**src/rtl/sflag_pkg.sv**
```systemverilog
// Shared types for the status flag unit.
// Assumes: nothing beyond a two-state run/standby machine.
package sflag_pkg;
    typedef enum logic {
        ST_RUN     = 1'b0,
        ST_STANDBY = 1'b1
    } sf_state_t;

    localparam int OP_W = 4;
endpackage

```
**src/rtl/sflag_sync.sv**
```systemverilog
// Two-flop synchronizer for a vector of asynchronous inputs.
// Assumes: lanes are independent; multi-bit coherence is not needed.
module sflag_sync #(
    parameter int W = 8
) (
    input  logic         clk,
    input  logic         rst_n,
    input  logic [W-1:0] d_async,
    output logic [W-1:0] d_sync
);
    logic [W-1:0] meta_q;
    logic [W-1:0] sync_q;

    // Two register stages, both cleared by reset.
    always_ff @(posedge clk) begin
        if (!rst_n) begin
            meta_q <= '0;
            sync_q <= '0;
        end else begin
            meta_q <= d_async;
            sync_q <= meta_q;
        end
    end

    assign d_sync = sync_q;
endmodule

```
**src/rtl/sflag_cond_eval.sv**
```systemverilog
// Decodes a test operand into one condition over the synchronized sources.
// Assumes: inputs are already synchronized; purely combinational.
module sflag_cond_eval
    import sflag_pkg::*;
#(
    parameter int KEY_W = 4,
    parameter int N_SW  = 3
) (
    input  logic [KEY_W-1:0] key_s,
    input  logic [N_SW-1:0]  sw_s,
    input  logic             gate_en_s,
    input  logic             tz_s,
    input  logic [OP_W-1:0]  op,
    output logic             hit
);
    localparam int GATED_LANE = N_SW - 1;

    logic [N_SW-1:0] sw_mask;
    logic            key_any;
    logic            sw_any;
    logic            base_hit;

    // Lane mask: only the top switch lane depends on the enable.
    for (genvar i = 0; i < N_SW; i++) begin : g_mask
        if (i == GATED_LANE) begin : g_gated
            assign sw_mask[i] = gate_en_s;
        end else begin : g_open
            assign sw_mask[i] = 1'b1;
        end
    end

    // Base selection from the low operand bits, then the switch term.
    always_comb begin
        key_any = |key_s;
        sw_any  = |(sw_s & sw_mask);
        unique case (op[2:0])
            3'b001, 3'b010: base_hit = key_any;
            3'b100:         base_hit = tz_s;
            3'b111:         base_hit = key_any | tz_s;
            default:        base_hit = 1'b0;
        endcase
        hit = base_hit | (op[3] & sw_any);
    end
endmodule

```
**src/rtl/sflag_ctrl.sv**
```systemverilog
// Flag, standby state and release pulse sequencing.
// Assumes: strobes are single-cycle; test_hit/rel_hit come from the evaluators.
module sflag_ctrl
    import sflag_pkg::*;
(
    input  logic            clk,
    input  logic            rst_n,
    input  logic            test_stb,
    input  logic            halt_stb,
    input  logic [OP_W-1:0] test_op,
    input  logic            test_hit,
    input  logic            rel_hit,
    output logic [OP_W-1:0] rel_op,
    output logic            flag,
    output logic            in_standby,
    output logic            rel_pulse
);
    sf_state_t state_q;

    // Instruction handling while running, wake detection while in standby.
    always_ff @(posedge clk) begin
        if (!rst_n) begin
            state_q   <= ST_RUN;
            flag      <= 1'b0;
            rel_op    <= '0;
            rel_pulse <= 1'b0;
        end else begin
            rel_pulse <= 1'b0;
            unique case (state_q)
                ST_RUN: begin
                    if (test_stb) begin
                        flag   <= test_hit;
                        rel_op <= test_op;
                    end else if (halt_stb) begin
                        if (rel_hit) begin
                            flag <= 1'b1;
                        end else if (flag) begin
                            flag <= 1'b0;
                        end else begin
                            state_q <= ST_STANDBY;
                        end
                    end
                end
                ST_STANDBY: begin
                    if (rel_hit) begin
                        state_q   <= ST_RUN;
                        flag      <= 1'b1;
                        rel_pulse <= 1'b1;
                    end
                end
                default: state_q <= ST_RUN;
            endcase
        end
    end

    assign in_standby = (state_q == ST_STANDBY);
endmodule

```
**src/rtl/status_flag_unit.sv**
```systemverilog
// Top of the status flag unit: synchronizes sources, evaluates the test and
// release conditions, and sequences flag and standby.
// Assumes: test_op is valid whenever test_stb is high.
module status_flag_unit
    import sflag_pkg::*;
#(
    parameter int KEY_W = 4,
    parameter int N_SW  = 3
) (
    input  logic             clk,
    input  logic             rst_n,
    input  logic [KEY_W-1:0] key_in,
    input  logic [N_SW-1:0]  sw_in,
    input  logic             s2_wake_en,
    input  logic             tmr_zero,
    input  logic [OP_W-1:0]  test_op,
    input  logic             test_stb,
    input  logic             halt_stb,
    output logic             status_flag,
    output logic             standby,
    output logic             release_pulse
);
    localparam int SYNC_W = KEY_W + N_SW + 2;

    logic [SYNC_W-1:0] raw_vec;
    logic [SYNC_W-1:0] syn_vec;
    logic [KEY_W-1:0]  key_s;
    logic [N_SW-1:0]   sw_s;
    logic              gate_en_s;
    logic              tz_s;
    logic [OP_W-1:0]   rel_op;
    logic              test_hit;
    logic              rel_hit;

    // Pack every condition source into one synchronizer vector.
    assign raw_vec = {s2_wake_en, tmr_zero, sw_in, key_in};
    assign {gate_en_s, tz_s, sw_s, key_s} = syn_vec;

    sflag_sync #(.W(SYNC_W)) u_sync (
        .clk     (clk),
        .rst_n   (rst_n),
        .d_async (raw_vec),
        .d_sync  (syn_vec)
    );

    sflag_cond_eval #(.KEY_W(KEY_W), .N_SW(N_SW)) u_test_eval (
        .key_s     (key_s),
        .sw_s      (sw_s),
        .gate_en_s (gate_en_s),
        .tz_s      (tz_s),
        .op        (test_op),
        .hit       (test_hit)
    );

    sflag_cond_eval #(.KEY_W(KEY_W), .N_SW(N_SW)) u_rel_eval (
        .key_s     (key_s),
        .sw_s      (sw_s),
        .gate_en_s (gate_en_s),
        .tz_s      (tz_s),
        .op        (rel_op),
        .hit       (rel_hit)
    );

    sflag_ctrl u_ctrl (
        .clk        (clk),
        .rst_n      (rst_n),
        .test_stb   (test_stb),
        .halt_stb   (halt_stb),
        .test_op    (test_op),
        .test_hit   (test_hit),
        .rel_hit    (rel_hit),
        .rel_op     (rel_op),
        .flag       (status_flag),
        .in_standby (standby),
        .rel_pulse  (release_pulse)
    );
endmodule

```
**config.mk**
```make
export PLATFORM = sky130hd
export DESIGN_NAME = status_flag_unit
export DESIGN_NICKNAME = d
export VERILOG_FILES = /design/src/rtl/sflag_pkg.sv /design/src/rtl/sflag_sync.sv /design/src/rtl/sflag_cond_eval.sv /design/src/rtl/sflag_ctrl.sv /design/src/rtl/status_flag_unit.sv
export SDC_FILE = /design/constraint.sdc
export NUM_CORES = 1
export LEC_CHECK = 0
export BUFFER_PORTS_ARGS = -buffer_cell sky130_fd_sc_hd__clkbuf_2
export CAP_MARGIN = 20
export CORE_MARGIN = 3
export CORE_UTILIZATION = 41
export CTS_CLUSTER_DIAMETER = 80
export DETAILED_ROUTE_END_ITERATION = 6
export PLACE_DENSITY = 0.68
export SLEW_MARGIN = 20
export SYNTH_ARGS = -nofsm -noshare
export SYNTH_HDL_FRONTEND = slang
export SYNTH_SLANG_ARGS = --single-unit
```
**constraint.sdc**
```tcl
create_clock -name clk -period 1.5 [get_ports clk]
set_input_delay 0.3 -clock clk [delete_from_list [all_inputs] [get_ports clk]]
set_output_delay 0.3 -clock clk [all_outputs]
set_load 0.005 [all_outputs]
```
# Word-level counts from Yosys, hierarchy flattened
# Index checks and enable logic that the tools add are counted.
# word_totals
ff_bits	25
inputBits	17
output_inout_bits	3
wordCells	43
# classes
eq_ne	10
muxes	13
n_bitwise	7
reduce_logical	7
# ops
op	count
$eq 3x3->1 const B	4
$mux 1	9
$eq 3x1->1 const B	2
$eq 3x2->1 const B	2
$pmux 1 s3	2
$reduce_and 2->1	3
$pmux 1 s2	2
$reduce_or 2->1	2
$reduce_or 4->1	1
$and 3x3->3	1
$ne 3x3->1 const B	1
$or 1x1->1	3
$reduce_or 3->1	1
$and 1x1->1	2
$ne 2x2->1 const B	1
$not 1->1	1

# Logic depth before layout (Yosys ltp)
# Gate-level depths: netlist (run 1).
# depth
word_depth	8
depth_mapped	5
depth_no_buf	5

# Modules after synthesis
# Synthesis (run 1) repeated with hierarchy kept, for this count alone.
# unflattened
cells_unflattened	81
area_unflattened_um2	924.6
# modules_own_cells
module	instances	cells_per_inst	area_each_um2	seq_area_each_um2
sflag_sync	1	37	501.7	360.3
sflag_ctrl	1	28	290.3	140.1
sflag_cond_eval	2	8	66.3	0.0

# Least setup slack after synthesis (run 1)
# No wires, ideal clock.
# synth_path
path_kind	reg-to-reg
startpoint	reg u_sync.sync_q[3], in the netlist u_sync.d_sync[3]
endpoint	reg u_ctrl.flag
setup_time_ns	0.123
arrival_ns	1.216
t_required_ns	1.377
setup_slack_ns	0.161
stages_incl_launch_ff	6
path_buffers	0
synth_period_minus_slack_ns	1.339
cell_sequence	dfxtp_1 o41a_1 o211ai_2 o311ai_2 o211ai_2 a31oi_1
# synth_via
elab_chain_cells	8
word_cells_on_any_way	12
classes_between	eq/ne (1); mux (6); bitwise (3); reduce/logical (2)
# synth_rtl
element	line	rtl
start, declared	sflag_sync.sv:12	logic [W-1:0] sync_q;
start signal, assigned	sflag_sync.sv:21	sync_q <= meta_q;
$reduce_or 4->1 (*)	sflag_cond_eval.sv:34	key_any = |key_s;
$or 1x1->1	sflag_cond_eval.sv:39	3'b111: base_hit = key_any | tz_s;
$pmux 1 s3	sflag_cond_eval.sv:36	unique case (op[2:0])
$or 1x1->1	sflag_cond_eval.sv:42	hit = base_hit | (op[3] & sw_any);
$mux 1	sflag_ctrl.sv:35	if (rel_hit) begin
$mux 1	sflag_ctrl.sv:34	end else if (halt_stb) begin
$mux 1	sflag_ctrl.sv:31	if (test_stb) begin
$pmux 1 s2	sflag_ctrl.sv:29	unique case (state_q)
end signal, assigned	sflag_ctrl.sv:32	flag <= test_hit;
end, declared	sflag_ctrl.sv:14	output logic flag,
# Mark *: on every way between the ends. The rest lies on a longest branch, timed or not. The select of a mux whose other input is x is not followed.
# A chain may end at the register's enable or synchronous reset.

# Worst setup path after layout (run 1)
# Ends and elaborated chain as after synthesis.

==> results of run 1 <==
sequential cells by signal, indices dropped and copies added (netlist names):
register           cells
u_ctrl.flag            1
u_ctrl.rel_op          4
u_ctrl.in_standby      1
u_sync.d_sync          9
u_sync.meta_q          9
u_ctrl.rel_pulse       1
power by group:
group / internal, W / switching [W] / total, W
Combinational: 0.0000694 / 0.0000538 / 0.000123
Clock: 0.000108 / 0.000200 / 0.000309
Sequential: 0.000700 / 0.0000183 / 0.000718
final timing paths:
kind                                                   from                           to  slack, ns  cells after the start
worst max register to register  u_sync.d_sync[3]$_SDFF_PN0_     u_ctrl.flag$_SDFFE_PN0P_       0.09                      5
worst min register to register  u_sync.meta_q[7]$_SDFF_PN0_  u_sync.d_sync[7]$_SDFF_PN0_       0.45                      1
worst min-delay path                              key_in[2]  u_sync.meta_q[2]$_SDFF_PN0_       0.17                      2
worst max-delay path            u_sync.d_sync[3]$_SDFF_PN0_     u_ctrl.flag$_SDFFE_PN0P_       0.09                      5
worst max-delay path: stages, from the launching register on:
cell      delay [ns]
dfxtp_1         0.34
o41a_1          0.42
o211ai_2        0.15
o311ai_2        0.15
o211ai_2        0.16
a31oi_1         0.09
cell type report:
cell class / count / area (sq um) / share of cell area [%]
Multi-Input combinational cell: 50 / 347 / 33.9
Clock inverter: 1 / 8.76 / 0.856
Timing Repair Buffer: 21 / 110 / 10.8
Clock buffer: 3 / 22.5 / 2.20
Sequential cell: 25 / 500 / 48.9
Inverter: 1 / 3.75 / 0.367
Tap cell: 25 / 31.3 / 3.06
cell families after synthesis:
family	after synthesis
AND/OR/NAND/NOR	33
flip-flops	25
AO/OA/AOI/OAI	11
multiplexers	4
buffers and inverters	4
XOR/XNOR	2
routing by layer:
metal	GRT usage [%]	wire length [um]	vias to the layer above
met5	0	0	-
met4	2.62	14	0
met3	6.02	104	2
met2	15.5	522	17
met1	12.8	610	237
li1	-	-	308
stage by stage:
stage / cell area, sq um / instances / setup WS [ns] / TNS (ns) / util (%)
2_1_floorplan: 862 / 79 / 0.161 / 0 / -
3_3_place_gp: 992 / 122 / 0.129 / 0 / 53.4
3_5_place_dp: 992 / 122 / 0.104 / 0 / 53.4
4_1_cts: 1020 / 126 / 0.0762 / 0 / 55.1
5_1_grt: 1020 / 126 / -0.0102 / -0.0102 / 55.1
6_report: 1020 / 126 / 0.0897 / 0 / 55.1
placed cells by master (no fill, tap or decap), drive strengths merged:
cell type,synthesis,final
a211o,1,1
a21boi,1,1
a2bb2oi,1,1
a31oi,1,1
and2,18,18
buf,0,2
clkbuf,3,22
dfxtp,25,25
inv,1,2
mux2i,4,4
nand2,3,3
nor2,8,8
nor2b,2,2
nor3b,1,1
nor4,1,1
o211ai,3,3
o21ai,2,2
o311ai,1,1
o41a,1,1
xnor2,2,2
==> flow_metrics.py, run 1 <==
metrics = {
    "outcome": {
        "status": "completed",
    },
    "synthesis": {
        "synth-main-ff-cell": "dfxtp_1",
        "syn_nets": 96,
        "synth_compound_gate_area_share_pct": 12.3,
        "ys_seq_area_share_pct": 58.1,
        "synthSimpleGateAreaFrac_pct": 21.2,
        "syn_avg_cell_area_sq_um": 10.9,
        "syn_inst": 79,
        "async_flop_share_pct": 0,
        "ys_seq_elements": 25,
        "synth_top_family_by_area": "simple AND/OR/NAND/NOR gates",
        "synth-edff-count": 0,
        "muxShareOfSynthArea_pct": 4.64,
        "synth-xor-area-share_pct": 2.03,
        "synth_area_leader_cell": "dfxtp_1",
        "netlist.area_leader.share_pct": 58.1,
        "netlist_area_sq_um": 862,
        "synth.area.top_cells": "dfxtp_1 (58%), and2_1 (13%), mux2i_1 (4.6%)",
        "yosys_warnings": 0,
        "synthTopCellsByCount": "dfxtp_1 (25), and2_1 (18), nor2_1 (8)",
        "synth_fa_ha_area_share_pct": 0,
        "yosysMostFrequentCell": "dfxtp_1",
        "synth_cell_types": 20,
    },
    "drt": {
        "drc": 0,
        "ant_nets": 0,
        "drtIter0Drc": 1,
        "dr.pass1.iters": 4,
        "vias_per_cell": 4.48,
        "wire_per_inst_um": 9.93,
        "drt_wl_total_um": 1250,
        "vias": 564,
    },
    "worst_setup_path": {
        "worst-setup-path-type": "register to register",
        "critPathCaptureType": "register",
        "critPathRequiredTime_ns": 1.72,
        "path_max_fanout": 3,
        "cp-start-kind": "register",
        "critical_path_arrival_ns": 1.63,
    },
    "final_layout": {
        "drive_gt1_share_pct": 29.7,
        "syn2layout_area_growth_pct": 18.7,
        "nets": 119,
        "antenna_cells": 0,
        "n_fill_cell": 161,
    },
    "placed_design": {
        "io_buffers": 19,
        "place_hpwl_um": 936,
        "gp_congestion": 0.812,
    },
    "clock_tree": {
        "clk_latency_ns": 0.32,
        "clock_path_buffers": 2,
        "cts_max_level": 1,
        "ctsHoldBuffers": 0,
        "ctsResizeCount": 0,
        "cts_tree": "done",
        "cts_buffers": 3,
        "postCtsSetupBuffers": 0,
        "root_buffer": "clkbuf_4",
        "clkTransAtPathRegs_ns": 0.14,
        "cts.sinks": 25,
    },
    "sta": {
        "timing.slew.headroom_pct": 77.1,
        "setup_viol": 0,
        "hold_viol": 0,
        "clock-skew-final_ns": 0.00520,
        "post-route-period-util_pct": 94.0,
        "whs_ns": 0.173,
        "timing.fmax_mhz": 709,
        "tightest_slew_ns": 0.343,
        "rsz0062_at_grt": "yes",
        "maxSlewViolCount": 0,
        "period_needed_ns": 1.41,
    },
    "worst_hold_path": {
        "hold_class": "input pin to register",
    },
    "die": {
        "core-area_sq_mm": 0.00186,
        "ios": 20,
        "die_h_um": 51.9,
        "rows": 15,
        "die_area_sq_mm": 0.00269,
        "die_w_um": 51.9,
        "initial_core_util_pct": 46.4,
    },
    "global_route": {
        "grt_pass1_vias": 483,
        "grt_max_degree": 21,
        "antenna_found_initial": 0,
        "grt_use_total_pct": 10.4,
        "grt_pass1_wl_um": 2000,
        "grt-ovfl-total": 0,
    },
    "power_and_ir_drop": {
        "ir_drop_mv": 1.06,
        "power_per_cell_area_mw_per_mm2": 1120,
        "p_leak_nw": 0.453,
        "fin_total_pwr_w": 0.00115,
    },
    "job": {
        "cap_violations": 0,
    },
}
No activity file was read; power rests on OpenSTA's default activity.
==> run 2: changes to the inputs <==
- CORE_UTILIZATION: 41 -> 50
- PLACE_DENSITY: 0.68 -> unset
- PLACE_DENSITY_LB_ADDON: unset -> 0.3
==> flow_metrics.py, run 2 (synthesis results as in run 1) <==
metrics = {
    "worst_setup_path": {
        "critical_path.max_stage_delay_ns": 0.43,
        "critical_path_arrival_ns": 1.65,
        "worst-setup-path-type": "register to register",
        "crit_chain": "o41a_1 > o211ai_2 > o311ai_2 > o211ai_2 > a31oi_1",
        "critPathCaptureType": "register",
        "crit_slowest_cell": "o41a_1",
        "path_max_fanout": 3,
        "cp-start-kind": "register",
        "cpMostUsedCell": "o211ai_2",
        "critPathRequiredTime_ns": 1.70,
    },
    "placed_design": {
        "gp_congestion": 0.747,
        "dp_cells": 112,
        "place_hpwl_um": 1040,
        "io_buffers": 19,
    },
    "die": {
        "die_h_um": 47.5,
        "ios": 20,
        "rows": 14,
        "core-area_sq_mm": 0.00156,
        "die_area_sq_mm": 0.00226,
        "die_w_um": 47.5,
        "initial_core_util_pct": 55.3,
    },
    "power_and_ir_drop": {
        "p_seq_share_pct": 64.3,
        "power_per_cell_area_mw_per_mm2": 1120,
        "switchingPower_w": 0.000250,
        "fin_total_pwr_w": 0.00112,
        "combinationalPowerShare_pct": 10.8,
        "p_leak_nw": 0.445,
        "ir_drop_mv": 0.610,
        "intPower_w": 0.000869,
        "clkPwrFrac_pct": 24.9,
        "switching_share_pct": 22.3,
    },
    "clock_tree": {
        "postCtsSetupBuffers": 0,
        "ctsResizeCount": 0,
        "cts_buffers": 3,
        "root_buffer": "clkbuf_4",
        "clk_latency_ns": 0.30,
        "clock_path_buffers": 2,
        "cts.sinks": 25,
        "cts_max_level": 1,
        "ctsHoldBuffers": 0,
        "cts_tree": "done",
        "clkTransAtPathRegs_ns": 0.12,
    },
    "worst_hold_path": {
        "hold_class": "input pin to register",
    },
    "drt": {
        "drt_wl_total_um": 1330,
        "vias": 580,
        "ant_nets": 0,
        "dr.pass1.iters": 4,
        "drc": 0,
        "vias_per_cell": 5.00,
        "drtIter0Drc": 3,
        "wire_per_inst_um": 11.4,
    },
    "sta": {
        "maxSlewViolCount": 0,
        "rsz0062_at_grt": "yes",
        "tightest_slew_ns": 0.418,
        "hold_viol": 0,
        "timing.fmax_mhz": 688,
        "clock-skew-final_ns": 0.00173,
        "setup_viol": 0,
        "period_needed_ns": 1.45,
        "timing.slew.headroom_pct": 71.9,
        "post-route-period-util_pct": 96.9,
    },
    "final_layout": {
        "drive_gt1_share_pct": 28.0,
        "syn2layout_area_growth_pct": 16.0,
        "antenna_cells": 0,
        "nets": 118,
        "fin_cells": 116,
        "layout_commonest_cell": "dfxtp_1",
        "most-common-layout-cells": "dfxtp_1 (25), clkbuf_2 (19), and2_1 (18)",
    },
    "global_route": {
        "antenna_found_initial": 0,
        "grt-ovfl-total": 0,
        "grt_use_total_pct": 14.0,
        "grt_pass1_wl_um": 2170,
        "grt_max_degree": 21,
        "grt_pass1_vias": 549,
    },
    "job": {
        "cap_violations": 0,
    },
    "outcome": {
        "status": "completed",
    },
}
run 2: changes by cell type in the layout (fill, tap and decap cells not counted):
cell      previous run  this run
buf_4                2         1
clkbuf_1             0         1
inv_6                1         0
run 2: cell type report:
type	count	area (sq um)
fill	127	559
sequential	25	500
multi-input combinational	50	347
timing repair buffer	20	103
clock buffer	4	26.3
tap	16	20.0
inverter	1	3.75
run 2: path summary, 6_finish.rpt:
path                                                   from                          end  slack, ns  depth (start not counted)
worst min-delay path                              key_in[3]  u_sync.meta_q[3]$_SDFF_PN0_       0.19                          2
worst min register to register  u_sync.meta_q[7]$_SDFF_PN0_  u_sync.d_sync[7]$_SDFF_PN0_       0.45                          1
worst max-delay path            u_sync.d_sync[3]$_SDFF_PN0_     u_ctrl.flag$_SDFFE_PN0P_       0.05                          5
worst max register to register  u_sync.d_sync[3]$_SDFF_PN0_     u_ctrl.flag$_SDFFE_PN0P_       0.05                          5
run 2: worst max-delay path: cells and delay by family (launching register included):
family | cells | cell delay [ns]
AO/OA/AOI/OAI | 5 | 1.02
flip-flops | 1 | 0.33
run 2: routing by layer:
| metal | GRT usage, % | wire length, um | up-vias |
|---|---|---|---|
| li1 | - | - | 303 |
| met2 | 23.0 | 653 | 16 |
| met1 | 16.5 | 604 | 259 |
| met5 | 0 | 0 | - |
| met4 | 9.39 | 15 | 0 |
| met3 | 2.63 | 54 | 2 |
run 2: metrics by stage:
step                      setup WS (ns)  utilization (%)  hold WS [ns]  instance area [sq um]  TNS [ns]
after floorplan                   0.161                -         0.412                    862         0
after CTS                        0.0495             64.1         0.180                   1000         0
after global routing            -0.0330             64.1         0.181                   1000   -0.0330
after detailed placement         0.0682             62.4         0.419                    973         0
after global placement            0.131             62.4         0.414                    973         0
final                            0.0470             64.1         0.193                   1000         0
run 2: power by group through the flow:
| stage | clock network [W] | registers, W | logic, W |
|---|---|---|---|
| finish | 0.000278 | 0.000719 | 0.000121 |
| global route | 0.000320 | 0.000723 | 0.000138 |
| CTS | 0.000294 | 0.000719 | 0.000123 |
| detailed placement | 0 | 0.000734 | 0.000122 |
| global placement | 0 | 0.000732 | 0.000118 |
| floorplan | 0 | 0.000729 | 0.0000794 |
==> run 3: changes to the inputs <==
- CORE_MARGIN: 3 -> 2
- SLEW_MARGIN: 20 -> unset
==> flow_metrics.py, run 3 (synthesis results as in run 1) <==
metrics = {
    "worst_setup_path": {
        "crit_slowest_cell": "o41a_1",
        "critPathRequiredTime_ns": 1.71,
        "worst-setup-path-type": "register to register",
        "r2r_start": "u_sync.d_sync[3]$_SDFF_PN0_",
        "cp_num_buf_inv": 0,
        "critical_path.max_stage_delay_ns": 0.43,
        "r2r_end": "u_ctrl.flag$_SDFFE_PN0P_",
        "cp-start-kind": "register",
        "rrSetupSlack_ns": 0.07,
        "critical_path_arrival_ns": 1.64,
        "cpMostUsedCell": "o211ai_2",
        "path_delay_family": "compound AO/OA/AOI/OAI gates",
        "crit_chain": "o41a_1 > o211ai_2 > o311ai_2 > o211ai_2 > a31oi_1",
        "path_max_fanout": 3,
        "rr_worst_depth": 5,
        "critPathCaptureType": "register",
    },
    "clock_tree": {
        "cts_tree": "done",
        "clkTransAtPathRegs_ns": 0.13,
        "cts.sinks": 25,
        "clock_path_buffers": 2,
        "cts_buffers": 3,
        "root_buffer": "clkbuf_4",
        "clk_latency_ns": 0.31,
        "cts_max_level": 1,
    },
    "power_and_ir_drop": {
        "p_leak_nw": 0.449,
        "power_per_cell_area_mw_per_mm2": 1110,
        "ir_drop_mv": 0.704,
        "fin_total_pwr_w": 0.00112,
    },
    "final_layout": {
        "most-common-layout-cells": "dfxtp_1 (25), clkbuf_2 (19), and2_1 (18)",
        "n_fill_cell": 149,
        "syn2layout_area_growth_pct": 17.0,
        "drive_gt1_share_pct": 30.0,
        "antenna_cells": 0,
        "nets": 118,
        "layout_commonest_cell": "dfxtp_1",
        "fin_cells": 117,
        "final_cell_area_sq_mm": 0.00101,
    },
    "sta": {
        "clock-skew-final_ns": 0.00579,
        "period_needed_ns": 1.43,
        "fin_tns_setup_ns": 0,
        "timing.slew.headroom_pct": 77.1,
        "maxSlewViolCount": 0,
        "rsz0062_at_grt": "yes",
        "post-route-period-util_pct": 95.6,
        "hold_viol": 0,
        "setup_viol": 0,
        "whs_ns": 0.184,
        "tightest_slew_ns": 0.343,
        "timing.fmax_mhz": 697,
    },
    "die": {
        "core-area_sq_mm": 0.00167,
        "die_area_sq_mm": 0.00207,
        "die_w_um": 45.5,
        "initial_core_util_pct": 51.6,
        "ios": 20,
        "die_h_um": 45.5,
        "rows": 15,
    },
    "outcome": {
        "status": "completed",
    },
    "worst_hold_path": {
        "min_from": "sw_in[0]",
        "min_delay_path_depth": 2,
        "hold_end": "u_sync.meta_q[4]$_SDFF_PN0_",
        "hold_class": "input pin to register",
    },
    "drt": {
        "wire_per_inst_um": 9.92,
        "ant_nets": 0,
        "dr.pass1.iters": 4,
        "drt_wl_total_um": 1160,
        "drc": 0,
        "drtIter0Drc": 9,
        "vias_per_cell": 4.89,
        "vias": 572,
    },
    "placed_design": {
        "placed_cell_area_sq_um": 975,
        "io_buffers": 19,
        "place_hpwl_um": 888,
        "dp_cells": 113,
        "gp_congestion": 0.881,
    },
    "global_route": {
        "grt_max_degree": 21,
        "antenna_found_initial": 0,
        "grt-ovfl-total": 0,
        "grt_pass1_vias": 501,
        "grt_pass1_wl_um": 1970,
        "grt_use_total_pct": 13.4,
    },
    "job": {
        "cap_violations": 0,
    },
}
==> run 3: routing by layer <==
metal  wire (um)  vias to the layer above  share of wire, %  track usage, %
met1         504                      250                43            16.7
met2         577                       17                50            20.3
met5           0                        -                 0               0
li1            -                      303                 -               -
met3          70                        2               6.0            3.97
met4           8                        0              0.69            8.24
==> run 3: worst max path at each step <==
stage	to	startpoint	slack, ns	cells after the start
finish	u_ctrl.flag$_SDFFE_PN0P_	u_sync.d_sync[3]$_SDFF_PN0_	0.07	5
global route	u_ctrl.flag$_SDFFE_PN0P_	u_sync.d_sync[3]$_SDFF_PN0_	-0.03	5
CTS	u_ctrl.flag$_SDFFE_PN0P_	u_sync.d_sync[3]$_SDFF_PN0_	0.07	5
detailed placement	u_ctrl.flag$_SDFFE_PN0P_	u_sync.d_sync[3]$_SDFF_PN0_	0.08	5
global placement	u_ctrl.flag$_SDFFE_PN0P_	u_sync.d_sync[3]$_SDFF_PN0_	0.13	5
floorplan	u_ctrl.flag$_SDFFE_PN0P_	u_sync.d_sync[3]$_SDFF_PN0_	0.16	5
==> run 3: per-stage QoR <==
| stage | setup WS (ns) | util, % |
|---|---|---|
| 6_report | 0.0654 | 60.4 |
| 5_1_grt | -0.0256 | 60.4 |
| 4_1_cts | 0.0687 | 60.0 |
| 3_5_place_dp | 0.0764 | 58.4 |
| 3_3_place_gp | 0.129 | 58.4 |
| 2_1_floorplan | 0.161 | - |
==> run 3: report_power, final <==
part	switching (W)	total, W	internal (W)
clock network	0.000181	0.000281	0.0000995
logic	0.0000543	0.000122	0.0000672
registers	0.0000176	0.000717	0.000699
total	0.000253	0.00112	0.000866
==> run 3: worst reg2reg max path, delay by kind of cell, from the launching register on <==
family          cells  cell delay (ns)
compound gates      5             1.00
flops               1             0.34
==> run 3: cell type report <==
class                           instances  area [sq um]  area share (%)
Clock buffer                            3          22.5            2.23
Clock inverter                          1          5.00           0.496
Inverter                                1          3.75           0.372
Multi-Input combinational cell         50           353            35.0
Sequential cell                        25           500            49.6
Tap cell                               17          21.3            2.11
Timing Repair Buffer                   20           103            10.2
==> run 3: what timing repair did <==
action | in CTS | in global routing
endpoints found under the setup margin | 0 | 1
setup buffers | 0 | 0
resized for setup | 0 | 1
endpoints found under the hold margin | 0 | 0
hold buffers | 0 | 0
